$ cat config.mk
export PLATFORM = sky130hd
export DESIGN_NAME = tri_phase_comparator
export DESIGN_NICKNAME = d
export VERILOG_FILES = /design/src/rtl/tpc_pkg.sv /design/src/rtl/tpc_sync_edge.sv /design/src/rtl/tpc_pfd_core.sv /design/src/rtl/tpc_sr_core.sv /design/src/rtl/tri_phase_comparator.sv
export SDC_FILE = /design/constraint.sdc
export NUM_CORES = 1
export LEC_CHECK = 0
export ABC_AREA = 0
export BUFFER_PORTS_ARGS = -buffer_cell sky130_fd_sc_hd__buf_2
export CAP_MARGIN = 15
export CORE_AREA = 2 2 39 41
export CTS_BUF_LIST = sky130_fd_sc_hd__clkbuf_2
export DETAILED_ROUTE_END_ITERATION = 12
export DIE_AREA = 0 0 41 43
export GPL_ROUTABILITY_DRIVEN = 0
export HOLD_SLACK_MARGIN = 0.08
export SETUP_SLACK_MARGIN = 0.4
export SYNTH_ARGS = -nofsm -noshare
export SYNTH_HDL_FRONTEND = slang
export SYNTH_SLANG_ARGS = --single-unit
$ cat constraint.sdc
create_clock -name clk -period 2.07 [get_ports clk]
set_input_delay 0 -clock clk [delete_from_list [all_inputs] [get_ports clk]]
set_output_delay 0 -clock clk [all_outputs]
set_load 0.005 [all_outputs]
$ cat src/rtl/tpc_pkg.sv
package tpc_pkg;

    typedef enum logic [1:0] {
        PFD_IDLE = 2'd0,
        PFD_UP   = 2'd1,
        PFD_DOWN = 2'd2
    } pfd_state_e;

    typedef enum logic {
        SR_LOW  = 1'b0,
        SR_HIGH = 1'b1
    } sr_state_e;

endpackage

$ cat src/rtl/tpc_sync_edge.sv
module tpc_sync_edge #(
    parameter int STAGES = 2
) (
    input  logic clk,
    input  logic rst,
    input  logic async_in,
    output logic level,
    output logic rise
);
    localparam int LAST = STAGES - 1;

    logic [LAST:0] chain_q;
    logic          prev_q;

    generate
        if (STAGES == 1) begin : g_single
            always_ff @(posedge clk) begin
                if (rst) chain_q <= '0;
                else     chain_q <= async_in;
            end
        end else begin : g_multi
            always_ff @(posedge clk) begin
                if (rst) chain_q <= '0;
                else     chain_q <= {chain_q[LAST-1:0], async_in};
            end
        end
    endgenerate

    always_ff @(posedge clk) begin
        if (rst) prev_q <= 1'b0;
        else     prev_q <= chain_q[LAST];
    end

    assign level = chain_q[LAST];
    assign rise  = chain_q[LAST] & ~prev_q;

    AST_RISE_ISOLATED: assert property (@(posedge clk) disable iff (rst)
        rise |=> !rise);

endmodule

$ cat src/rtl/tpc_pfd_core.sv
module tpc_pfd_core
    import tpc_pkg::*;
(
    input  logic clk,
    input  logic rst,
    input  logic sig_rise,
    input  logic cmp_rise,
    output logic up_en,
    output logic down_en,
    output logic lock_out
);
    pfd_state_e state_q, state_d;

    always_ff @(posedge clk) begin
        if (rst) state_q <= PFD_IDLE;
        else     state_q <= state_d;
    end

    always_comb begin
        state_d = state_q;
        unique case (state_q)
            PFD_IDLE: begin
                if (sig_rise && !cmp_rise)      state_d = PFD_UP;
                else if (cmp_rise && !sig_rise) state_d = PFD_DOWN;
            end
            PFD_UP: begin
                if (cmp_rise) state_d = PFD_IDLE;
            end
            PFD_DOWN: begin
                if (sig_rise) state_d = PFD_IDLE;
            end
            default: state_d = PFD_IDLE;
        endcase
    end

    always_comb begin
        up_en    = 1'b0;
        down_en  = 1'b0;
        lock_out = 1'b0;
        unique case (state_q)
            PFD_IDLE: lock_out = 1'b1;
            PFD_UP:   up_en    = 1'b1;
            PFD_DOWN: down_en  = 1'b1;
            default:  lock_out = 1'b1;
        endcase
    end

    AST_UP_FROM_IDLE: assert property (@(posedge clk) disable iff (rst)
        (state_q == PFD_IDLE && sig_rise && !cmp_rise) |=> (state_q == PFD_UP));
    AST_DOWN_FROM_IDLE: assert property (@(posedge clk) disable iff (rst)
        (state_q == PFD_IDLE && cmp_rise && !sig_rise) |=> (state_q == PFD_DOWN));
    AST_UP_CLEARS: assert property (@(posedge clk) disable iff (rst)
        (state_q == PFD_UP && cmp_rise) |=> (state_q == PFD_IDLE));
    AST_DOWN_CLEARS: assert property (@(posedge clk) disable iff (rst)
        (state_q == PFD_DOWN && sig_rise) |=> (state_q == PFD_IDLE));
    AST_BOTH_CANCEL: assert property (@(posedge clk) disable iff (rst)
        (state_q == PFD_IDLE && sig_rise && cmp_rise) |=> (state_q == PFD_IDLE));

endmodule

$ cat src/rtl/tpc_sr_core.sv
module tpc_sr_core
    import tpc_pkg::*;
(
    input  logic clk,
    input  logic rst,
    input  logic sig_rise,
    input  logic cmp_rise,
    output logic sr_out
);
    sr_state_e state_q, state_d;

    always_ff @(posedge clk) begin
        if (rst) state_q <= SR_LOW;
        else     state_q <= state_d;
    end

    always_comb begin
        state_d = state_q;
        unique case (state_q)
            SR_LOW:  if (sig_rise && !cmp_rise) state_d = SR_HIGH;
            SR_HIGH: if (cmp_rise && !sig_rise) state_d = SR_LOW;
            default: state_d = SR_LOW;
        endcase
    end

    always_comb begin
        sr_out = (state_q == SR_HIGH);
    end

    AST_SR_SET: assert property (@(posedge clk) disable iff (rst)
        (sig_rise && !cmp_rise) |=> sr_out);
    AST_SR_CLEAR: assert property (@(posedge clk) disable iff (rst)
        (cmp_rise && !sig_rise) |=> !sr_out);
    AST_SR_HOLD: assert property (@(posedge clk) disable iff (rst)
        (sig_rise && cmp_rise) |=> $stable(sr_out));

endmodule

$ cat src/rtl/tri_phase_comparator.sv
module tri_phase_comparator #(
    parameter int SYNC_STAGES = 2
) (
    input  logic clk,
    input  logic rst,
    input  logic sig_in,
    input  logic cmp_in,
    output logic xor_out,
    output logic up_en,
    output logic down_en,
    output logic lock_out,
    output logic sr_out
);
    logic sig_lvl, sig_rise;
    logic cmp_lvl, cmp_rise;
    logic xor_q;

    tpc_sync_edge #(.STAGES(SYNC_STAGES)) u_sig_sync (
        .clk(clk), .rst(rst), .async_in(sig_in), .level(sig_lvl), .rise(sig_rise)
    );

    tpc_sync_edge #(.STAGES(SYNC_STAGES)) u_cmp_sync (
        .clk(clk), .rst(rst), .async_in(cmp_in), .level(cmp_lvl), .rise(cmp_rise)
    );

    always_ff @(posedge clk) begin
        if (rst) xor_q <= 1'b0;
        else     xor_q <= sig_lvl ^ cmp_lvl;
    end
    assign xor_out = xor_q;

    tpc_pfd_core u_pfd (
        .clk(clk), .rst(rst), .sig_rise(sig_rise), .cmp_rise(cmp_rise),
        .up_en(up_en), .down_en(down_en), .lock_out(lock_out)
    );

    tpc_sr_core u_sr (
        .clk(clk), .rst(rst), .sig_rise(sig_rise), .cmp_rise(cmp_rise),
        .sr_out(sr_out)
    );

    AST_DRIVE_EXCLUSIVE: assert property (@(posedge clk) disable iff (rst)
        !(up_en && down_en));
    AST_LOCK_MATCHES_CODE: assert property (@(posedge clk) disable iff (rst)
        lock_out == (!up_en && !down_en));

endmodule

Word level (Yosys, flattened, before mapping) --
Cells that the tools add are included.
Word-level totals: register bits 10, input bits 4, output and inout bits 5, word-level logic and storage cells 36
Cells by class: equality and inequality tests 5, muxes and demuxes 11, bitwise gates (word level) 6, reductions and logical operators 7
Operators by type and width (number):
- 2-to-1 mux 2 bit | 4
- one-hot mux 2 bit (3 select lines) | 1
- 2-to-1 mux 1 bit | 5
- != test 2 x 1 -> 1 bit, second input constant | 2
- != test 3 x 1 -> 1 bit, second input constant | 1
- inverter 1 bit | 3
- AND reduction 3 bit | 1
- AND 1 bit | 2
- equality test 2 x 1 -> 1 bit, second input constant | 1
- equality test 2 bit, second input constant | 1
- logical AND 1 bit | 2
- logical NOT 1 bit | 2
- logical NOT 2 bit | 1
- one-hot mux 1 bit (2 select lines) | 1
- OR reduction 2 bit | 1
- bitwise XOR 1 bit | 1

Longest topological paths before layout --
Gate-level depths: netlist of run 1.
depth after elaboration 7, mapped depth 4, gate-level depth less buffers 4

Modules after synthesis --
A second synthesis of run 1 with hierarchy kept.
Second synthesis, totals: cell total of the unflattened synthesis 42, area, all modules 432.9 um^2
By module, submodules not included:
- tpc_sync_edge | instances 2, cells each 7, area each 87.6 um^2, seq. area each 60.1 um^2
- tpc_pfd_core | instances 1, cells each 20, area each 170.2 um^2, seq. area each 40.0 um^2
- tpc_sr_core | instances 1, cells each 5, area each 55.1 um^2, seq. area each 20.0 um^2
- tri_phase_comparator | instances 1, cells each 3, area each 32.5 um^2, seq. area each 20.0 um^2

Worst setup path after synthesis of run 1 --
Ideal clock, no wire load.
kind register to register, start point register u_pfd.state_q[0], end point register u_pfd.state_q[1], setup time 0.086 ns, data arrival time 1.242 ns, data required time 1.984 ns, path slack 0.742 ns, cell stages (with the launch flop) 5, path buffers 0, period minus slack after synthesis 1.328 ns, path through dfxtp_1 -> inv_1 -> ha_1 -> or3_1 -> a221oi_2
On the way: cells in the longest elaborated chain, start to end 3, elaborated cells on any way between the ends 8
Ends and longest elaborated chain:
- from (decl) | line tpc_pfd_core.sv:12 | pfd_state_e state_q, state_d;
- from (signal assigned) | line tpc_pfd_core.sv:16 | else state_q <= state_d;
- equality test 2 bit, or another cell as far along | line tpc_pfd_core.sv:21 | unique case (state_q)
- != test 2 x 1 -> 1 bit (no line) or != test 3 x 1 -> 1 bit (tied branches)
- AND reduction 3 bit (no line)
Parallel ways exist; a longest one is shown, timed or not. A chain may end at the register's enable or synchronous reset.

Worst setup path after layout of run 1 --
Ends and elaborated chain as after synthesis.

==> run metrics, run 1 <==
mux contribution to synthesized area 0%; DR iter-0 viols 1; Power Density 671.4 nW/µm²; RR Endpoint u_pfd.state_q[1]$_SDFFE_PP0P_; Final Max Slew Viols 0; reg2reg start u_pfd.state_q[0]$_SDFFE_PP0P_; Final Cycle Share 67.19%; setup bufs post-CTS 0; worst-path cell chain inv_1 > ha_1 > or3_1 > a221oi_2; final setup fails 0; Logic pwr share 12.8%; dominant cell type by area after synthesis dfxtp_1; Hold EP u_cmp_sync.chain_q[1]$_SDFF_PP0_; CP Launch Type register; Setup CP Type register to register; hold depth 1; synthesized instance count 40; Synth cell types 15; CP max FO 4; Synth Register Bits 10; post-synth top area share 49.08%; initial antenna violation count 0; Initial Util 29.48%; Inserted Clock Buffers 3; biggest cell delay along the critical path 0.39 ns; Adder-Cell Fraction of Synth Area 9.202%; Core Area 1384 µm²; peak supply drop 0.2783 mV; Clk pwr share 29.8%; Routed WL 665 µm; grt ovf 0; RSZ-0062 raised after global routing false; commonest non-fill, non-tap cell in the layout dfxtp_1; Buffers on Ports 8; Worst-Skew Late Latency 0.25 ns; Post-Synth Simple-Gate Area 20.25%; Inst Count DP 63; Worst R2R Setup Slack 0.68 ns; non-filler cells in the finished layout 72; Die X 41 µm; Worst Hold Class register to register; layout cell share with drive strength beyond 1 23.21%; fin nets 64; Tmin final 1.391 ns; global-route wire length before repair 1083 µm; largest net degree at the start of global routing 11; CP required 2.24 ns; Clock transition at path regs 0.10 ns; I/O pins 9; element type at the critical path end register; sequential area share after synthesis 49.08%; area fraction in compound gates after synthesis 14.72%; top cells by area, synth dfxtp_1 49%, nor2b_1 12%, ha_1 9.2%, a221oi_2 7.4%, inv_1 3.7%; Slowest-stage cell, CP or3_1; most frequent cells in the layout 10 x dfxtp_1, 8 x nor2b_1, 8 x buf_2; Fin. Hold Viols 0; FMAX 0.7190 GHz; clk sink count 10; Top delay family on crit path simple AND/OR/NAND/NOR gates; largest family of logic cells by synthesized area simple AND/OR/NAND/NOR gates; status finished clean; clock skew 0.008609 ns; worst slew pin tran 0.3132 ns; Yosys Warn Count 0; die height 43 µm; Slew headroom 79.12%; Buf+Inv Stages, Crit Path 1; antenna cells 0; Initial DRT Pass Iterations 4; Root Buffer clkbuf_2; P_int 0.2680 mW; Net Sw Power 0.08987 mW; GRT Total Usage 9.485%; drt wl/cell 9.236 µm; CTS max path bufs 2; syn_area_per_cell 10.20 µm²; max-cap viol count 0; vias in the first global route 307; syn nets 47; FP Rows 14; DR vias 316; Syn Std Cell Area 407.9 µm²; DP HPWL 469.2 µm; die area 1763 µm²; via-per-instance ratio 4.389; TNS Setup 0 ns; Post-Synth XOR/XNOR Area 2.147%; Residual DRC 0; Critical Path AT 1.56 ns; Antenna Nets Post-Route 0; Flop pwr share 57.4%; number of H-tree levels 1; hold_sp u_cmp_sync.chain_q[0]$_SDFF_PP0_; Static Leakage 0.2274 nW; sw frac 25.11%; Worst R2R Path Depth 4; Area growth, synth to finish 30.67%; CTS tree yes
worst register-to-register path: cells and delay by family, from the launching register on:
kind / cells / cell delay (ns)
AND/OR/NAND/NOR: 1 / 0.39
flip-flops: 1 / 0.37
AO/OA/AOI/OAI: 1 / 0.26
adder cells (fa/ha/maj): 1 / 0.23
buffers and inverters: 1 / 0.07
cells in the mapped netlist, drive strengths merged:
cell type / count
ha: 3
a221oi: 2
dfxtp: 10
a21oi: 1
o31ai: 1
xnor2: 1
a22oi: 1
inv: 4
nor2: 1
nor2b: 8
nand2b: 2
clkbuf: 1
nand2: 1
o21ai: 2
or3: 2
logic make-up after synthesis:
kind of cell	Yosys count
and+or+nand+nor	14
xor gates and xnor gates	1
DFF	10
adders and majority gates	3
AOI/OAI and AO/OA	7
buffers and inverters	5
layout make-up:
type	instances	area, µm²
Fill cell	149	850.8
Tap cell	16	20.02
Timing Repair Buffer	13	90.09
Multi-Input combinational cell	25	188.9
Inverter	4	15.01
Sequential cell	10	200.2
Clock buffer	3	15.01
Clock inverter	1	3.754
routing by layer:
metal  vias up  global-route usage (%)  share of wire (%)
met5         -                       0                  0
met4         0                   6.000                  0
met3         0                   4.712                4.4
met2         7                   14.37                 50
met1       146                   9.804                 45
li1        163                       -                  -
state kept, by name, summed over array words and instances, names as in the netlist:
signal              count
u_cmp_sync.chain_q      2
u_cmp_sync.prev_q       1
u_pfd.state_q           2
u_sig_sync.chain_q      2
u_sig_sync.prev_q       1
u_sr.sr_out             1
xor_out                 1
worst max path at each step:
stage | startpoint | endpoint | cells past startpoint
floorplan | u_pfd.state_q[0]$_SDFFE_PP0P_ | u_pfd.state_q[1]$_SDFFE_PP0P_ | 4
CTS | u_pfd.state_q[0]$_SDFFE_PP0P_ | u_pfd.state_q[1]$_SDFFE_PP0P_ | 4
detailed placement | u_pfd.state_q[0]$_SDFFE_PP0P_ | u_pfd.state_q[1]$_SDFFE_PP0P_ | 4
finish | u_pfd.state_q[0]$_SDFFE_PP0P_ | u_pfd.state_q[1]$_SDFFE_PP0P_ | 4
global route | u_pfd.state_q[0]$_SDFFE_PP0P_ | u_pfd.state_q[1]$_SDFFE_PP0P_ | 4
global placement | u_pfd.state_q[0]$_SDFFE_PP0P_ | u_pfd.state_q[1]$_SDFFE_PP0P_ | 4
through the flow:
stage                     utilization, %  hold WS, ns  total power [mW]  cell area, µm²  worst slack, ns
after floorplan                        -       0.1282            0.2367           407.9           0.7420
after global placement             33.54       0.2129            0.2487           464.2           0.7197
after detailed placement           33.54       0.2168            0.2494           464.2           0.6797
after CTS                          38.52       0.4438            0.3667           533.0           0.6639
after global routing               38.52       0.4504            0.3863           533.0           0.5719
final                              38.52       0.4424            0.3579           533.0           0.6792
what timing repair did:
| item | 4_1_cts | 5_1_grt |
|---|---|---|
| gates resized for setup | 0 | 0 |
| hold buffers | 5 | 0 |
| endpoints found under the hold margin | 10 | 0 |
power by group through the flow:
stage	sequential [mW]	clock, mW	combinational [mW]
finish	0.206	0.107	0.0458
CTS	0.206	0.114	0.0465
floorplan	0.209	0	0.0274
global placement	0.210	0	0.0391
detailed placement	0.210	0	0.0392
global route	0.207	0.126	0.0530
Note: power is estimated with default switching activity, not from simulation.
==> run 2: changes to the inputs <==
==> constraint.sdc (replaced) <==
create_clock -name clk -period 1.2 [get_ports clk]
set_input_delay 0 -clock clk [delete_from_list [all_inputs] [get_ports clk]]
set_output_delay 0 -clock clk [all_outputs]
set_load 0.005 [all_outputs]
==> run 2 against run 1 <==
Effect of this change:
- the run now ends with setup timing left
- worst hold slack improved by 0.0032 ns
- via count did not move
- non-clock buffer count rose by 4
- sequential power rose by 73%
- setup slack got worse by 0.71 ns
- cell count rose by 4.2%
- register-to-register slack got worse by 0.71 ns
- combinational power rose by 110%
- sequential share of layout area fell by 2.4 points
- power rose by 74%
- clock power rose by 59%
==> run metrics, run 2 (synthesis results as in run 1) <==
drt wl/cell 9.400 µm (+1.8%); FP Rows 14 (unchanged); worst slew pin tran 0.2913 ns (-0.02189 ns); vias in the first global route 285 (-7.2%); met2 routed WL 339 µm (+1.5%); Worst R2R Setup Slack -0.03 ns (-0.71 ns); P_int 0.4702 mW (+75%); Antenna Nets Post-Route 0 (unchanged); slack of the critical path -0.03282 ns (-0.7120 ns); Highest Signal Layer met3; Worst Hold Class register to register; Fin. Hold Viols 0 (unchanged); max-cap viol count 0 (unchanged); Worst-Skew Late Latency 0.24 ns (about the same); global-route wire length before repair 1083 µm (unchanged); Initial DRT Pass Iterations 4 (unchanged); DR vias 316 (unchanged); Clk pwr share 27.3% (-2.5 points); violated checks setup timing; peak supply drop 0.4217 mV (+52%); Inserted Clock Buffers 3 (unchanged); I/O pins 9 (unchanged); WL met1 329 µm (+8.9%); non-filler cells in the finished layout 75 (+4.2%); Die X 41 µm (unchanged); met3 wire len 36 µm (+24%); clk sink count 10 (unchanged); Inst Count DP 69 (+9.5%); Static Leakage 0.2462 nW (+8.3%); Slew headroom 80.58% (+1.5 points); number of H-tree levels 1 (unchanged); RSZ-0062 raised after global routing true; CP max FO 2 (-2); setup bufs post-CTS 0 (unchanged); DP HPWL 504.5 µm (+7.5%); commonest non-fill, non-tap cell in the layout buf_2; hold_sp u_cmp_sync.chain_q[0]$_SDFF_PP0_; filler cell count in the final layout 134 (-10%); Final Max Slew Viols 0 (unchanged); fin nets 68 (+6.3%); Core Area 1384 µm² (unchanged); Area growth, synth to finish 43.87%; Tmin final 1.233 ns (-0.1580 ns); RR Endpoint u_pfd.state_q[0]$_SDFFE_PP0P_; status complete, but fails checks; FMAX 0.8112 GHz (+13%); CTS tree yes; Hold EP u_cmp_sync.chain_q[1]$_SDFF_PP0_; most frequent cells in the layout 8 x buf_2, 7 x nor2b_1, 5 x buf_4, 5 x dfxtp_1, 5 x dfxtp_2; Final Cycle Share 102.7% (+36 points); Worst R2R Path Depth 4 (unchanged); Initial Util 29.48% (unchanged); Largest regs u_cmp_sync.chain_q x2, u_pfd.state_q x2, u_sig_sync.chain_q x2; largest net degree at the start of global routing 11 (unchanged); initial antenna violation count 0 (unchanged); Root Buffer clkbuf_2; CP Launch Type register; antenna cells 0 (unchanged); GRT Total Usage 9.768% (+0.28 points); DR iter-0 viols 2 (+1); hold depth 1 (unchanged); Net Sw Power 0.1513 mW (+68%); Critical Path AT 1.39 ns (-0.17 ns); Flop pwr share 57.4% (about the same); Setup CP Type register to register; via-per-instance ratio 4.213 (-4.0%); element type at the critical path end register; Routed WL 705 µm (+6.0%); die area 1763 µm² (unchanged); CTS max path bufs 2 (unchanged); final setup fails 2 (+2); Clock transition at path regs 0.09 ns (about the same); CP required 1.36 ns (-0.88 ns); sw frac 24.35% (-0.76 points); die height 43 µm (unchanged); Buffers on Ports 8 (unchanged); pre-CTS setup slack -0.02302 ns (-0.7027 ns); grt ovf 0 (unchanged); layout cell share with drive strength beyond 1 52.54% (+29 points); Power, Total 0.6215 mW (+74%); clock skew 0.0005743 ns (-0.008035 ns); Residual DRC 0 (unchanged); Power Density 1059 nW/µm² (+58%); TNS Setup -0.05717 ns (-0.05717 ns); reg2reg start u_pfd.state_q[1]$_SDFFE_PP0P_; post-route cell area 586.8 µm² (+10%); Logic pwr share 15.2% (+2.4 points); placed cell areas 516.7 µm² (+11%)
run 2: changes by cell type in the layout (fill, tap and decap cells not counted), moves of 2 or more:
cell	delta
dfxtp_1	-5
buf_4	+5
ha_2	+2
dlygate4sd3_1	-2
dfxtp_2	+5
ha_1	-2
run 2: per-layer routing:
metal	vias to the layer above	track usage (%)
li1	171	-
met2	7	12.50
met4	0	10.00
met1	138	11.69
met5	-	0
met3	0	3.141
run 2: power groups by stage:
stage	Clock [mW]	Sequential (mW)	Combinational, mW
2_1_floorplan	0	0.362	0.0483
3_3_place_gp	0	0.362	0.0824
4_1_cts	0.182	0.357	0.0939
5_1_grt	0.194	0.359	0.105
3_5_place_dp	0	0.363	0.0823
6_report	0.170	0.357	0.0946
run 2: worst max path at each step:
stage | from | endpoint | slack, ns | cells after the start
after floorplan | u_pfd.state_q[1]$_SDFFE_PP0P_ | u_pfd.state_q[0]$_SDFFE_PP0P_ | 0.006 | 4
after global placement | u_pfd.state_q[1]$_SDFFE_PP0P_ | u_pfd.state_q[0]$_SDFFE_PP0P_ | -0.002 | 4
after detailed placement | u_pfd.state_q[1]$_SDFFE_PP0P_ | u_pfd.state_q[0]$_SDFFE_PP0P_ | -0.02 | 4
after CTS | u_pfd.state_q[1]$_SDFFE_PP0P_ | u_pfd.state_q[0]$_SDFFE_PP0P_ | -0.04 | 4
after global routing | u_pfd.state_q[1]$_SDFFE_PP0P_ | u_pfd.state_q[0]$_SDFFE_PP0P_ | -0.08 | 4
final | u_pfd.state_q[1]$_SDFFE_PP0P_ | u_pfd.state_q[0]$_SDFFE_PP0P_ | -0.03 | 4
run 2: timing repair:
| item | in CTS | in global routing |
|---|---|---|
| hold buffers | 3 | 0 |
| endpoints found under the hold margin | 10 | 0 |
| setup endpoints to repair | 6 | 7 |
| gates resized for setup | 6 | 2 |
run 2: cell type report:
cell class | count | area [µm²] | area share (%)
Multi-Input combinational cell | 25 | 211.5 | 36.03
Sequential cell | 10 | 206.4 | 35.18
Timing Repair Buffer | 17 | 118.9 | 20.26
Tap cell | 16 | 20.02 | 3.412
Clock buffer | 3 | 15.01 | 2.559
Inverter | 4 | 15.01 | 2.559
run 2: through the flow:
step | util, % | hold slack (ns)
after global routing | 42.41 | 0.4639
after CTS | 42.04 | 0.4497
after detailed placement | 37.34 | 0.2190
after global placement | 37.34 | 0.2140
after floorplan | - | 0.1282
final | 42.41 | 0.4456
run 2: critical path: stages (launching register included):
cell      delay (ns)
dfxtp_2         0.35
inv_2           0.04
ha_2            0.17
or3_1           0.36
a221oi_2        0.24
==> run 3: changes to the inputs <==
--- a/config.mk
+++ b/config.mk
@@ -8,10 +8,10 @@
 export ABC_AREA = 0
 export BUFFER_PORTS_ARGS = -buffer_cell sky130_fd_sc_hd__buf_2
 export CAP_MARGIN = 15
-export CORE_AREA = 2 2 39 41
+export CORE_AREA = 10 10 47 49
 export CTS_BUF_LIST = sky130_fd_sc_hd__clkbuf_2
 export DETAILED_ROUTE_END_ITERATION = 12
-export DIE_AREA = 0 0 41 43
+export DIE_AREA = 0 0 57 59
 export GPL_ROUTABILITY_DRIVEN = 0
 export HOLD_SLACK_MARGIN = 0.08
 export SETUP_SLACK_MARGIN = 0.4
==> constraint.sdc (replaced) <==
create_clock -name clk -period 1.59 [get_ports clk]
set_input_delay 0 -clock clk [delete_from_list [all_inputs] [get_ports clk]]
set_output_delay 0 -clock clk [all_outputs]
set_load 0.005 [all_outputs]
==> run 3 against run 2 <==
Effect of this change:
- the run now ends clean
- combinational power decreased by 28%
- sequential share of layout area up 0.69 points
- design area decreased by 1.9%
- largest cell class unchanged
==> run metrics, run 3 (synthesis results as in run 1) <==
Buffers on Ports 8 (unchanged); final hold slack 0.4448 ns (-0.0007780 ns); die area 3363 µm² (+91%); CTS max path bufs 2 (unchanged); non-filler cells in the finished layout 72 (-4.0%); Setup CP Type register to register; Antenna Nets Post-Route 0 (unchanged); filler cell count in the final layout 150 (+12%); CP required 1.75 ns (+0.39 ns); Slew headroom 77.58% (-3.0 points); FMAX 0.8064 GHz (-0.58%); most frequent cells in the layout 8 x nor2b_1, 8 x buf_2, 7 x dfxtp_1; pre-CTS setup slack 0.3581 ns (+0.3812 ns); Largest regs u_cmp_sync.chain_q x2, u_pfd.state_q x2, u_sig_sync.chain_q x2; Worst R2R Path Depth 4 (unchanged); number of H-tree levels 1 (unchanged); hold depth 1 (unchanged); clock skew 0.008676 ns (+0.008101 ns); peak supply drop 0.5230 mV (+24%); global-route wire length before repair 1497 µm (+38%); Storage cell area 206.4 µm² (unchanged); GRT Total Usage 5.770% (-4.0 points); Core Area 1401 µm² (+1.3%); TNS Setup 0 ns (+0.05717 ns); initial antenna violation count 0 (unchanged); Power Density 817.1 nW/µm² (-23%); CTS tree yes; I/O pins 9 (unchanged); layout cell share with drive strength beyond 1 42.86% (-9.7 points); placed cell areas 471.7 µm² (-8.7%); Die X 57 µm (+39%); Routed WL 787 µm (+12%); slack of the critical path 0.3500 ns (+0.3828 ns); Area growth, synth to finish 41.10%; antenna cells 0 (unchanged); via-per-instance ratio 4.542 (+7.8%); Initial Util 29.11% (-0.37 points); max-cap viol count 0 (unchanged); CP Launch Type register; Static Leakage 0.2356 nW (-4.3%); CP max FO 3 (+1); Final Max Slew Viols 0 (unchanged); Root Buffer clkbuf_2; worst slew pin tran 0.3353 ns (+0.04392 ns); vias in the first global route 364 (+28%); Fin. Hold Viols 0 (unchanged); Initial DRT Pass Iterations 1 (-3); Worst Hold Class register to register; Critical Path AT 1.40 ns (about the same); DR iter-0 viols 0 (-2); FP Rows 14 (unchanged); Clock transition at path regs 0.10 ns (about the same); die height 59 µm (+37%); RSZ-0062 raised after global routing true; Tmin final 1.240 ns (+0.007191 ns); grt ovf 0 (unchanged); Residual DRC 0 (unchanged); Inserted Clock Buffers 3 (unchanged); DR vias 327 (+3.5%); largest net degree at the start of global routing 9 (-2); drt wl/cell 10.93 µm (+16%); area of the multi-input gates 221.5 µm² (+4.7%); clk sink count 10 (unchanged); Final Cycle Share 77.99% (-25 points); status finished clean; element type at the critical path end register; post-route cell area 575.6 µm² (-1.9%); final setup fails 0 (-2); Worst-Skew Late Latency 0.25 ns (about the same); Inst Count DP 63 (-8.7%); fin nets 65 (-4.4%)
[run 3: final timing paths]
kind | to | slack (ns) | start
worst max-delay path | u_pfd.state_q[0]$_SDFFE_PP0P_ | 0.35 | u_pfd.state_q[1]$_SDFFE_PP0P_
worst min-delay path | u_cmp_sync.chain_q[1]$_SDFF_PP0_ | 0.44 | u_cmp_sync.chain_q[0]$_SDFF_PP0_
worst max register to register | u_pfd.state_q[0]$_SDFFE_PP0P_ | 0.35 | u_pfd.state_q[1]$_SDFFE_PP0P_
worst min register to register | u_cmp_sync.chain_q[1]$_SDFF_PP0_ | 0.44 | u_cmp_sync.chain_q[0]$_SDFF_PP0_
[run 3: critical path, stage by stage (launching register included)]
cell and delay [ns]:
dfxtp_4 0.37, inv_2 0.05, ha_2 0.18, or3_4 0.32, a221oi_2 0.23
[run 3: per-layer routing]
layer | share of wire [%] | up-vias | routed length [µm] | GRT usage [%]
met5 | 0 | - | 0 | 0
met2 | 44 | 11 | 343 | 8.372
met3 | 10 | 3 | 82 | 3.863
met4 | 2.9 | 0 | 23 | 5.034
met1 | 43 | 149 | 338 | 5.522
li1 | - | 164 | - | -
[run 3: per-stage QoR]
| stage | power (mW) | utilization, % |
|---|---|---|
| 6_report | 0.4703 | 41.07 |
| 4_1_cts | 0.4698 | 38.30 |
| 3_3_place_gp | 0.3271 | 33.66 |
| 3_5_place_dp | 0.3277 | 33.66 |
| 2_1_floorplan | 0.3097 | - |
| 5_1_grt | 0.5044 | 41.07 |
[run 3: cell type report]
| cell class | count | share of cell area (%) |
|---|---|---|
| Timing Repair Buffer | 14 | 16.96 |
| Sequential cell | 10 | 35.87 |
| Inverter | 4 | 2.609 |
| Tap cell | 16 | 3.478 |
| Clock buffer | 3 | 2.609 |
| Multi-Input combinational cell | 25 | 38.48 |
[run 3: report_power, final]
group	leakage, nW	switching [mW]	internal (mW)	total [mW]
registers	0.0836	0.00756	0.261	0.269
clock network	0.0125	0.0813	0.0515	0.133
logic	0.139	0.0298	0.0388	0.0685
[run 3: what timing repair did]
action | 4_1_cts | 5_1_grt
hold buffers | 5 | 0
setup buffers | 0 | 1
endpoints found under the setup margin | 2 | 2
endpoints found under the hold margin | 10 | 0
pin swaps | 2 | 2
gates resized for setup | 0 | 7
